--- src/rtl/seg_agu_pkg.sv ---
package seg_agu_pkg;
  localparam int SPACE_W   = 64;
  localparam int NUM_SPACE = 8;
  localparam int SDISP_W   = 5;
  localparam int LDISP_W   = 14;

  typedef enum logic [1:0] {
    FORM_SHORT    = 2'd0,
    FORM_INDEX    = 2'd1,
    FORM_LONG_MOD = 2'd2,
    FORM_LONG     = 2'd3
  } form_e;

  typedef enum logic [1:0] {
    MOD_NONE = 2'd0,
    MOD_PRE  = 2'd1,
    MOD_POST = 2'd2
  } mod_e;
endpackage

--- src/rtl/seg_agu_decode.sv ---
module seg_agu_decode
  import seg_agu_pkg::*;
#(
  parameter int XLEN = 32
) (
  input  form_e             form_i,
  input  logic [31:0]       insn_i,
  output logic [XLEN-1:0]   disp_o,
  output logic [1:0]        scale_o,
  output logic              use_idx_o,
  output mod_e              mod_o
);
  logic [XLEN-1:0] sdisp, ldisp;

  // low-sign short displacement: bit 16 sign, 20:17 magnitude
  assign sdisp = {{(XLEN-SDISP_W){insn_i[16]}}, insn_i[16], insn_i[20:17]};
  assign ldisp = {{(XLEN-LDISP_W){insn_i[LDISP_W-1]}}, insn_i[LDISP_W-1:0]};

  always_comb begin
    disp_o    = '0;
    scale_o   = 2'd0;
    use_idx_o = 1'b0;
    mod_o     = MOD_NONE;
    unique case (form_i)
      FORM_SHORT: begin
        disp_o = sdisp;
        if (insn_i[5]) mod_o = insn_i[13] ? MOD_PRE : MOD_POST;
      end
      FORM_INDEX: begin
        use_idx_o = 1'b1;
        scale_o   = insn_i[13] ? insn_i[7:6] : 2'd0;
        if (insn_i[5]) mod_o = MOD_POST;
      end
      FORM_LONG_MOD: begin
        disp_o = ldisp;
        mod_o  = insn_i[LDISP_W-1] ? MOD_POST : MOD_PRE;
      end
      default: begin
        disp_o = ldisp;
      end
    endcase
  end
endmodule

--- src/rtl/seg_agu_offset.sv ---
module seg_agu_offset
  import seg_agu_pkg::*;
#(
  parameter int XLEN = 32
) (
  input  logic [XLEN-1:0] base_i,
  input  logic [XLEN-1:0] index_i,
  input  logic [XLEN-1:0] disp_i,
  input  logic [1:0]      scale_i,
  input  logic            use_idx_i,
  input  mod_e            mod_i,
  output logic [XLEN-1:0] ofs_o,
  output logic [XLEN-1:0] acc_o
);
  logic [XLEN-1:0] addend;

  assign addend = use_idx_i ? (index_i << scale_i) : disp_i;
  assign ofs_o  = base_i + addend;
  assign acc_o  = (mod_i == MOD_POST) ? base_i : ofs_o;
endmodule

--- src/rtl/seg_agu_space.sv ---
module seg_agu_space
  import seg_agu_pkg::*;
#(
  parameter int XLEN = 32
) (
  input  logic [NUM_SPACE*SPACE_W-1:0] space_i,
  input  logic [1:0]                   sp_field_i,
  input  logic [1:0]                   base_hi_i,
  input  logic [XLEN-1:0]              acc_i,
  input  logic                         wide_i,
  input  logic                         phys_i,
  output logic [SPACE_W-1:0]           gva_o
);
  localparam int SEL_W = $clog2(NUM_SPACE);

  logic [SPACE_W-1:0] sr [NUM_SPACE];
  logic [SEL_W-1:0]   sel;
  logic [SPACE_W-1:0] ext;

  for (genvar k = 0; k < NUM_SPACE; k++) begin : g_unpack
    assign sr[k] = space_i[k*SPACE_W +: SPACE_W];
  end

  // implicit selection uses the unmodified base
  assign sel = (sp_field_i != 2'd0) ? SEL_W'(sp_field_i) : SEL_W'({1'b1, base_hi_i});

  always_comb begin
    ext = SPACE_W'(acc_i);
    if (wide_i) ext[SPACE_W-1 -: 2] = 2'b00;
    gva_o = phys_i ? ext : (ext | sr[sel]);
  end
endmodule

--- src/rtl/seg_agu.sv ---
module seg_agu
  import seg_agu_pkg::*;
#(
  parameter int XLEN = 32
) (
  input  logic                         clk_i,
  input  logic                         rst_ni,
  input  logic                         valid_i,
  input  logic [1:0]                   form_i,
  input  logic [31:0]                  insn_i,
  input  logic [XLEN-1:0]              base_i,
  input  logic [XLEN-1:0]              index_i,
  input  logic [NUM_SPACE*SPACE_W-1:0] space_i,
  input  logic                         wide_i,
  input  logic                         phys_i,
  output logic                         valid_o,
  output logic [SPACE_W-1:0]           gva_o,
  output logic [XLEN-1:0]              wb_data_o,
  output logic [4:0]                   wb_reg_o,
  output logic                         wb_en_o
);
  logic [XLEN-1:0]    disp, ofs, acc;
  logic [1:0]         scale;
  logic               use_idx;
  mod_e               mode;
  logic [SPACE_W-1:0] gva_d;

  seg_agu_decode #(.XLEN(XLEN)) u_dec (
    .form_i   (form_e'(form_i)),
    .insn_i   (insn_i),
    .disp_o   (disp),
    .scale_o  (scale),
    .use_idx_o(use_idx),
    .mod_o    (mode)
  );

  seg_agu_offset #(.XLEN(XLEN)) u_ofs (
    .base_i   (base_i),
    .index_i  (index_i),
    .disp_i   (disp),
    .scale_i  (scale),
    .use_idx_i(use_idx),
    .mod_i    (mode),
    .ofs_o    (ofs),
    .acc_o    (acc)
  );

  seg_agu_space #(.XLEN(XLEN)) u_spc (
    .space_i   (space_i),
    .sp_field_i(insn_i[15:14]),
    .base_hi_i (base_i[XLEN-1 -: 2]),
    .acc_i     (acc),
    .wide_i    (wide_i),
    .phys_i    (phys_i),
    .gva_o     (gva_d)
  );

  always_ff @(posedge clk_i or negedge rst_ni) begin
    if (!rst_ni) begin
      valid_o   <= 1'b0;
      gva_o     <= '0;
      wb_data_o <= '0;
      wb_reg_o  <= '0;
      wb_en_o   <= 1'b0;
    end else begin
      valid_o <= valid_i;
      wb_en_o <= valid_i && (mode != MOD_NONE);
      if (valid_i) begin
        gva_o     <= gva_d;
        wb_data_o <= ofs;
        wb_reg_o  <= insn_i[25:21];
      end
    end
  end
endmodule

--- config.mk ---
export PLATFORM = sky130hd
export DESIGN_NAME = seg_agu
export DESIGN_NICKNAME = d
export VERILOG_FILES = /design/src/rtl/seg_agu_pkg.sv /design/src/rtl/seg_agu_decode.sv /design/src/rtl/seg_agu_offset.sv /design/src/rtl/seg_agu_space.sv /design/src/rtl/seg_agu.sv
export SDC_FILE = /design/constraint.sdc
export NUM_CORES = 1
export LEC_CHECK = 0
export ABC_AREA = 1
export ABC_CLOCK_PERIOD_IN_PS = 800
export BUFFER_PORTS_ARGS = -buffer_cell sky130_fd_sc_hd__buf_2
export CORE_AREA = 10 10 274 276
export CTS_BUF_LIST = sky130_fd_sc_hd__clkbuf_16
export CTS_CLUSTER_DIAMETER = 30
export DETAILED_ROUTE_END_ITERATION = 10
export DIE_AREA = 0 0 284 286
export SYNTH_ARGS = -nofsm -noshare
export SYNTH_HDL_FRONTEND = slang
export SYNTH_SLANG_ARGS = --single-unit
--- constraint.sdc ---
create_clock -name clk_i -period 0.8 [get_ports clk_i]
set_input_delay 0.12 -clock clk_i [delete_from_list [all_inputs] [get_ports clk_i]]
set_output_delay 0.12 -clock clk_i [all_outputs]
set_load 0.02 [all_outputs]
Word-level counts from Yosys, hierarchy flattened
Index checks and enable logic that the tools add are counted.
{"block": "totals", "in_bits": 615, "word_cells": 33, "output_inout_bits": 103, "ff_bits": 103}
{"block": "classes", "n_mux": 16, "shift": 1, "n_eq_ne": 3, "n_reduce_logical": 4, "order_cmp": 1, "bitwise_logic": 2, "add_sub_neg": 1}
{"op": "64-bit binary-select mux with 3-bit select", "count": 1}
{"op": "64-bit 2-to-1 mux", "count": 3}
{"op": "32-bit 2-to-1 mux", "count": 2}
{"op": "32-bit by 64-bit bitwise OR with 64-bit output", "count": 1}
{"op": "32-bit one-hot mux with 2 select lines", "count": 1}
{"op": "32-bit adder", "count": 1}
{"op": "32-bit by 2-bit left shift with 32-bit output", "count": 1}
{"op": "2-bit 2-to-1 mux", "count": 6}
{"op": "2-bit one-hot mux with 3 select lines", "count": 1}
{"op": "2-bit == test (second input constant)", "count": 2}
{"op": "4-bit >= comparator (second input constant)", "count": 1}
{"op": "3-bit inverter with 4-bit output", "count": 1}
{"op": "2-bit nonzero test", "count": 2}
{"op": "3-bit 2-to-1 mux", "count": 1}
{"op": "2-bit by 1-bit == test with 1-bit output (second input constant)", "count": 1}
{"op": "2-bit logical NOT", "count": 1}
{"op": "1-bit logical AND", "count": 1}
{"op": "1-bit 2-to-1 mux", "count": 1}

Logic depth before layout (Yosys ltp)
{"block": "logic_depth", "word_depth": 8, "mapped_depth": 23, "mapped_depth_nobuf": 21}

Modules after synthesis
A second synthesis with hierarchy kept.
{"block": "unflattened", "hier_cells": 2901, "area_unflattened_um2": 14933.1}
{"mod": "seg_agu_space", "n_inst": 1, "area_per_inst_um2": 6894.1, "seq_area_each_um2": 0.0, "cells_each": 1569}
{"mod": "seg_agu", "n_inst": 1, "area_per_inst_um2": 3897.5, "seq_area_each_um2": 2577.5, "cells_each": 431}
{"mod": "seg_agu_offset", "n_inst": 1, "area_per_inst_um2": 3759.9, "seq_area_each_um2": 0.0, "cells_each": 829}
{"mod": "seg_agu_decode", "n_inst": 1, "area_per_inst_um2": 381.6, "seq_area_each_um2": 0.0, "cells_each": 72}

Least setup slack after synthesis
Ideal clock, no wire load.
{"block": "synth_path", "kind": "input -> register", "from": "input port form_i[1]", "to": "register gva_o[11]", "n_path_buf": 2, "t_arrival_ps": 2383, "setup_time_ps": 117, "slack_ps": -1700, "path_stages": 20, "required_time_ps": 683, "cell_sequence": "inv_2 nand2_1 nor2_1 buf_2 buf_2 nand2_1 nand2_1 inv_1 a221oi_1 ha_1 nand2_1 inv_1 a21oi_1 nand2_1 nand2_1 nand2_1 xnor2_1 nor2_1 nor2_1 nor2_1"}
{"block": "synth_between", "elab_chain_cells": 8, "word_cells_on_any_way": 14, "cone_classes": "add/sub: 1; eq/ne: 3; shift: 1; mux: 7; bitwise: 1; reduce/logical: 1"}
{"item": "from (decl)", "line_no": "seg_agu.sv:9", "source": "input logic [1:0] form_i,"}
{"item": "2-bit by 1-bit == test with 1-bit output", "line_no": "seg_agu_decode.sv:24", "source": "unique case (form_i)"}
{"item": "2-bit 2-to-1 mux", "line_no": "seg_agu_decode.sv:24"}
{"item": "32-bit by 2-bit left shift with 32-bit output", "line_no": "seg_agu_offset.sv:17", "source": "assign addend = use_idx_i ? (index_i << scale_i) : disp_i;"}
{"item": "32-bit 2-to-1 mux", "line_no": "seg_agu_offset.sv:17"}
{"item": "32-bit adder", "line_no": "seg_agu_offset.sv:18", "source": "assign ofs_o = base_i + addend;"}
{"item": "32-bit 2-to-1 mux (*)", "line_no": "seg_agu_offset.sv:19", "source": "assign acc_o = (mod_i == MOD_POST) ? base_i : ofs_o;"}
{"item": "32-bit by 64-bit bitwise OR with 64-bit output", "line_no": "seg_agu_space.sv:30", "source": "gva_o = phys_i ? ext : (ext | sr[sel]);"}
{"item": "64-bit 2-to-1 mux (*)", "line_no": "seg_agu_space.sv:30"}
{"item": "to (signal assigned)", "line_no": "seg_agu.sv:69", "source": "gva_o <= gva_d;"}
{"item": "to (decl)", "line_no": "seg_agu.sv:17", "source": "output logic [SPACE_W-1:0] gva_o,"}
Every way passes the cells marked *; elsewhere a longest branch is shown, timed or not.
A chain may end at the register's enable or synchronous reset.

Worst setup path in the final report
{"block": "layout_path", "from": "input port form_i[1]", "to": "register gva_o[26]"}
Same word-level chain as after synthesis.

==> flow_metrics.env <==
export IMPL_cts_clk_slew_worst_paths_ns=0.11
export IMPL_synthToLayoutAreaGrowth_pct=105
export IMPL_regArea_um2=2580
export IMPL_setup_violations_final=199
export IMPL_post_dp_hpwl_um=81600
export IMPL_yosys_warnings=0
export IMPL_p_per_area_nw_per_um2=1330
export IMPL_critPathMaxFanout=5
export IMPL_clk_path_buf_depth=2
export IMPL_crit_top_cell="nand2_2"
export IMPL_rsz0062_at_grt="yes"
export IMPL_start_util_pct=17.6
export IMPL_clkLatencyLatePin_ns=0.40
export IMPL_via_per_inst=4.69
export IMPL_fp_dieW_um=284
export IMPL_max_cap_violations=0
export IMPL_vias=19343
export IMPL_drt_iter0_drc=1243
export IMPL_drc_errors=0
export IMPL_cpPeakStageDelay_ns=0.36
export IMPL_grt_pass1_wl_um=136000
export IMPL_fmax_ghz=0.432
export IMPL_outcome="finished with violations"
export IMPL_die_h_um=286
export IMPL_hp_class="in -> reg"
export IMPL_nets=3797
export IMPL_synth_seq_cells=103
export IMPL_dr_pass1_iters=7
export IMPL_final_cell_mix="buf_2 (601), nand2_1 (374), nor2_1 (296), buf_4 (293), buf_6 (183)"
export IMPL_worst_slack_ns=-1.52
export IMPL_start_kind="input pin"
export IMPL_hold_viol_final=0
export IMPL_synth_area_um2=12200
export IMPL_grt_total_usage_pct=23.0
export IMPL_ys_seq_area_share_pct=21.1
export IMPL_fin_util_pct=36.1
export IMPL_power_leakage_nw=12.3
export IMPL_crit_chain="buf_12 > inv_16 > nand2_8 > nor2_4 > buf_6 > nand2_2 > o21ai_2 > inv_2 > a221oi_4 > ha_4 > a21oi_4 > nand2_2 > nand3b_1 > nand2_1 > nand4_1 > nand3_2 > a21oi_2"
export IMPL_coreArea_um2=69500
export IMPL_fin_skew_ns=0
export IMPL_synth_edf_count=0
export IMPL_grt_max_degree=34
export IMPL_fin_crit_ns=2.32
export IMPL_antenna_found_initial=59
export IMPL_clock_sinks=103
export IMPL_dieArea_um2=81200
export IMPL_reg2reg_depth=4
export IMPL_numCtsBuffers=9
export IMPL_drt_total_wl_um=101000
export IMPL_layout_drive_gt1_share_pct=53.3
export IMPL_grt_pass1_vias=19206
export IMPL_synthArstFlopShare_pct=100
export IMPL_drv_slew=0
export IMPL_gp_congestion=1.02
export IMPL_cts_tree="built"
export IMPL_cp_required_ns=1.13
export IMPL_worstReg2RegEnd="gva_o[16]$_DFFE_PN0P_"
export IMPL_peakVddDrop_mv=0.948
export IMPL_period_share_pct=290
export IMPL_syn_inst=2103
export IMPL_syn_avg_cell_area_um2=5.82
export IMPL_multi_input_area_um2=10800
export IMPL_routedWlPerCell_um=24.4
export IMPL_endpoint_kind="flop"
export IMPL_ys_types=41
export IMPL_worst_pin_slew_ns=0.622
export IMPL_crit_arrival_ns=2.64
export IMPL_final_common_cell="buf_2"
export IMPL_ff2ff_setup_slack_ns=-0.11
export IMPL_grt_overflow=0
export IMPL_violations="negative setup slack"
export IMPL_slowest_stage="a221oi_4"
export IMPL_cts_htree_levels=3
export IMPL_ios=718
export IMPL_holdPathEnd="wb_en_o$_DFF_PN0_"
export IMPL_whs_path_depth=4
export IMPL_drtAntennaViolNets=0
export IMPL_synthesis_nets=2751
export IMPL_r2r_start="gva_o[16]$_DFFE_PN0P_"
export IMPL_hold_start="insn_i[5]"
export IMPL_portBuffers=710
export IMPL_synth_main_ff_cell="dfrtp_1"
export IMPL_cts_root_buf="clkbuf_16"
export IMPL_std_cell_rows=97
export IMPL_slew_headroom_pct=58.3
export IMPL_fill_cells=7399
export IMPL_critPathKind="in -> reg"
export IMPL_pre_cts_slack_ns=-2.24
==> Yosys cell counts (2+ instances only) <==
cell	instances	area [µm²]
o21a_1	2	15.0
a31oi_1	5	31.3
o21ai_1	67	335
nand3_1	156	781
nand3b_1	8	60.1
dfrtp_1	103	2580
nor2_1	342	1280
a21oi_1	86	430
or2_1	10	62.6
nor3_1	6	30.0
nand2_1	535	2010
inv_1	219	822
inv_2	11	41.3
or2_0	49	307
ha_1	32	400
or2_2	6	37.5
clkbuf_1	63	236
o221a_2	7	78.8
o211ai_1	94	706
buf_6	7	78.8
buf_4	7	52.6
clkinv_1	2	7.51
buf_1	9	33.8
buf_2	52	260
xor2_1	8	70.1
nand4_1	3	18.8
o311ai_1	64	561
o22ai_1	6	37.5
a221oi_1	11	96.3
o221ai_1	6	52.6
xnor2_1	6	52.6
a211oi_1	7	52.6
o21bai_1	5	37.5
o21ai_0	102	510
==> critical path, delay by kind of cell <==
family	cells	cell delay [ns]
AND/OR/NAND/NOR	8	1.14
buffers and inverters	4	0.40
AO/OA/AOI/OAI	4	0.66
adder cells (fa/ha/maj)	1	0.29
==> how the worst max path moves through the flow <==
stage | from | end | slack [ns]
6_report | form_i[1] | gva_o[26]$_DFFE_PN0P_ | -1.52
5_1_grt | form_i[1] | wb_data_o[26]$_DFFE_PN0P_ | -1.60
4_1_cts | insn_i[13] | gva_o[30]$_DFFE_PN0P_ | -1.45
3_5_place_dp | form_i[1] | gva_o[10]$_DFFE_PN0P_ | -2.24
3_3_place_gp | form_i[1] | gva_o[10]$_DFFE_PN0P_ | -2.24
2_1_floorplan | form_i[1] | gva_o[11]$_DFFE_PN0P_ | -1.40
==> per-layer routing <==
| layer | GRT usage, % | share of wire [%] |
|---|---|---|
| met1 | 24.7 | 36 |
| met2 | 41.2 | 50 |
| met3 | 7.58 | 9.0 |
| met4 | 9.10 | 4.7 |
| met5 | 0 | 0.32 |
==> state kept, by name, summed over array words and instances, names as in the netlist <==
signal,flops
gva_o,64
valid_o,1
wb_data_o,32
wb_en_o,1
wb_reg_o,5
==> area by class of cell <==
class                           instances  area share [%]
Inverter                              233            3.88
Tap cell                              940            4.68
Antenna cell                           30           0.299
Sequential cell                       103            10.3
Clock inverter                          7           0.289
Timing Repair Buffer                 1173            36.5
Multi-Input combinational cell       1629            43.2
Clock buffer                            9           0.897
==> report_power, final <==
part	internal, mW	total [mW]	switching (mW)
Sequential	6.12	6.90	0.786
Combinational	10.1	21.4	11.3
Clock	2.22	5.02	2.79
Total	18.4	33.3	14.9
==> kinds of logic after synthesis <==
kind of cell	Yosys count	share of synthesized area [%]
buffers and inverters	372	12.6
DFF	103	21.1
AOI/OAI and AO/OA	466	24.4
and+or+nand+nor	1115	37.5
adders and majority gates	33	3.44
xor gates and xnor gates	14	1.00
==> timing repair <==
action	4_1_cts	5_1_grt
buffers inserted	97	84
hold buffers	7	0
pin swaps	199	215
resized for setup	627	378
gates cloned	20	6
setup endpoints to repair	199	199
hold endpoints to repair	109	0
==> stage by stage <==
stage	std cells	TNS (ns)	power, mW	hold slack (ns)	area (µm²)
after CTS	4029	-131.45	31.3	0.0334	23200
final	4124	-130.95	33.3	0.0714	25100
after detailed placement	3904	-166.42	21.7	0.0342	19200
after global placement	3904	-164.89	21.7	0.0302	19200
after global routing	4110	-142.42	35.2	0.0709	25100
after floorplan	2103	-94.69	13.9	-0.176	12700
Note: power is estimated with default switching activity, not from simulation.
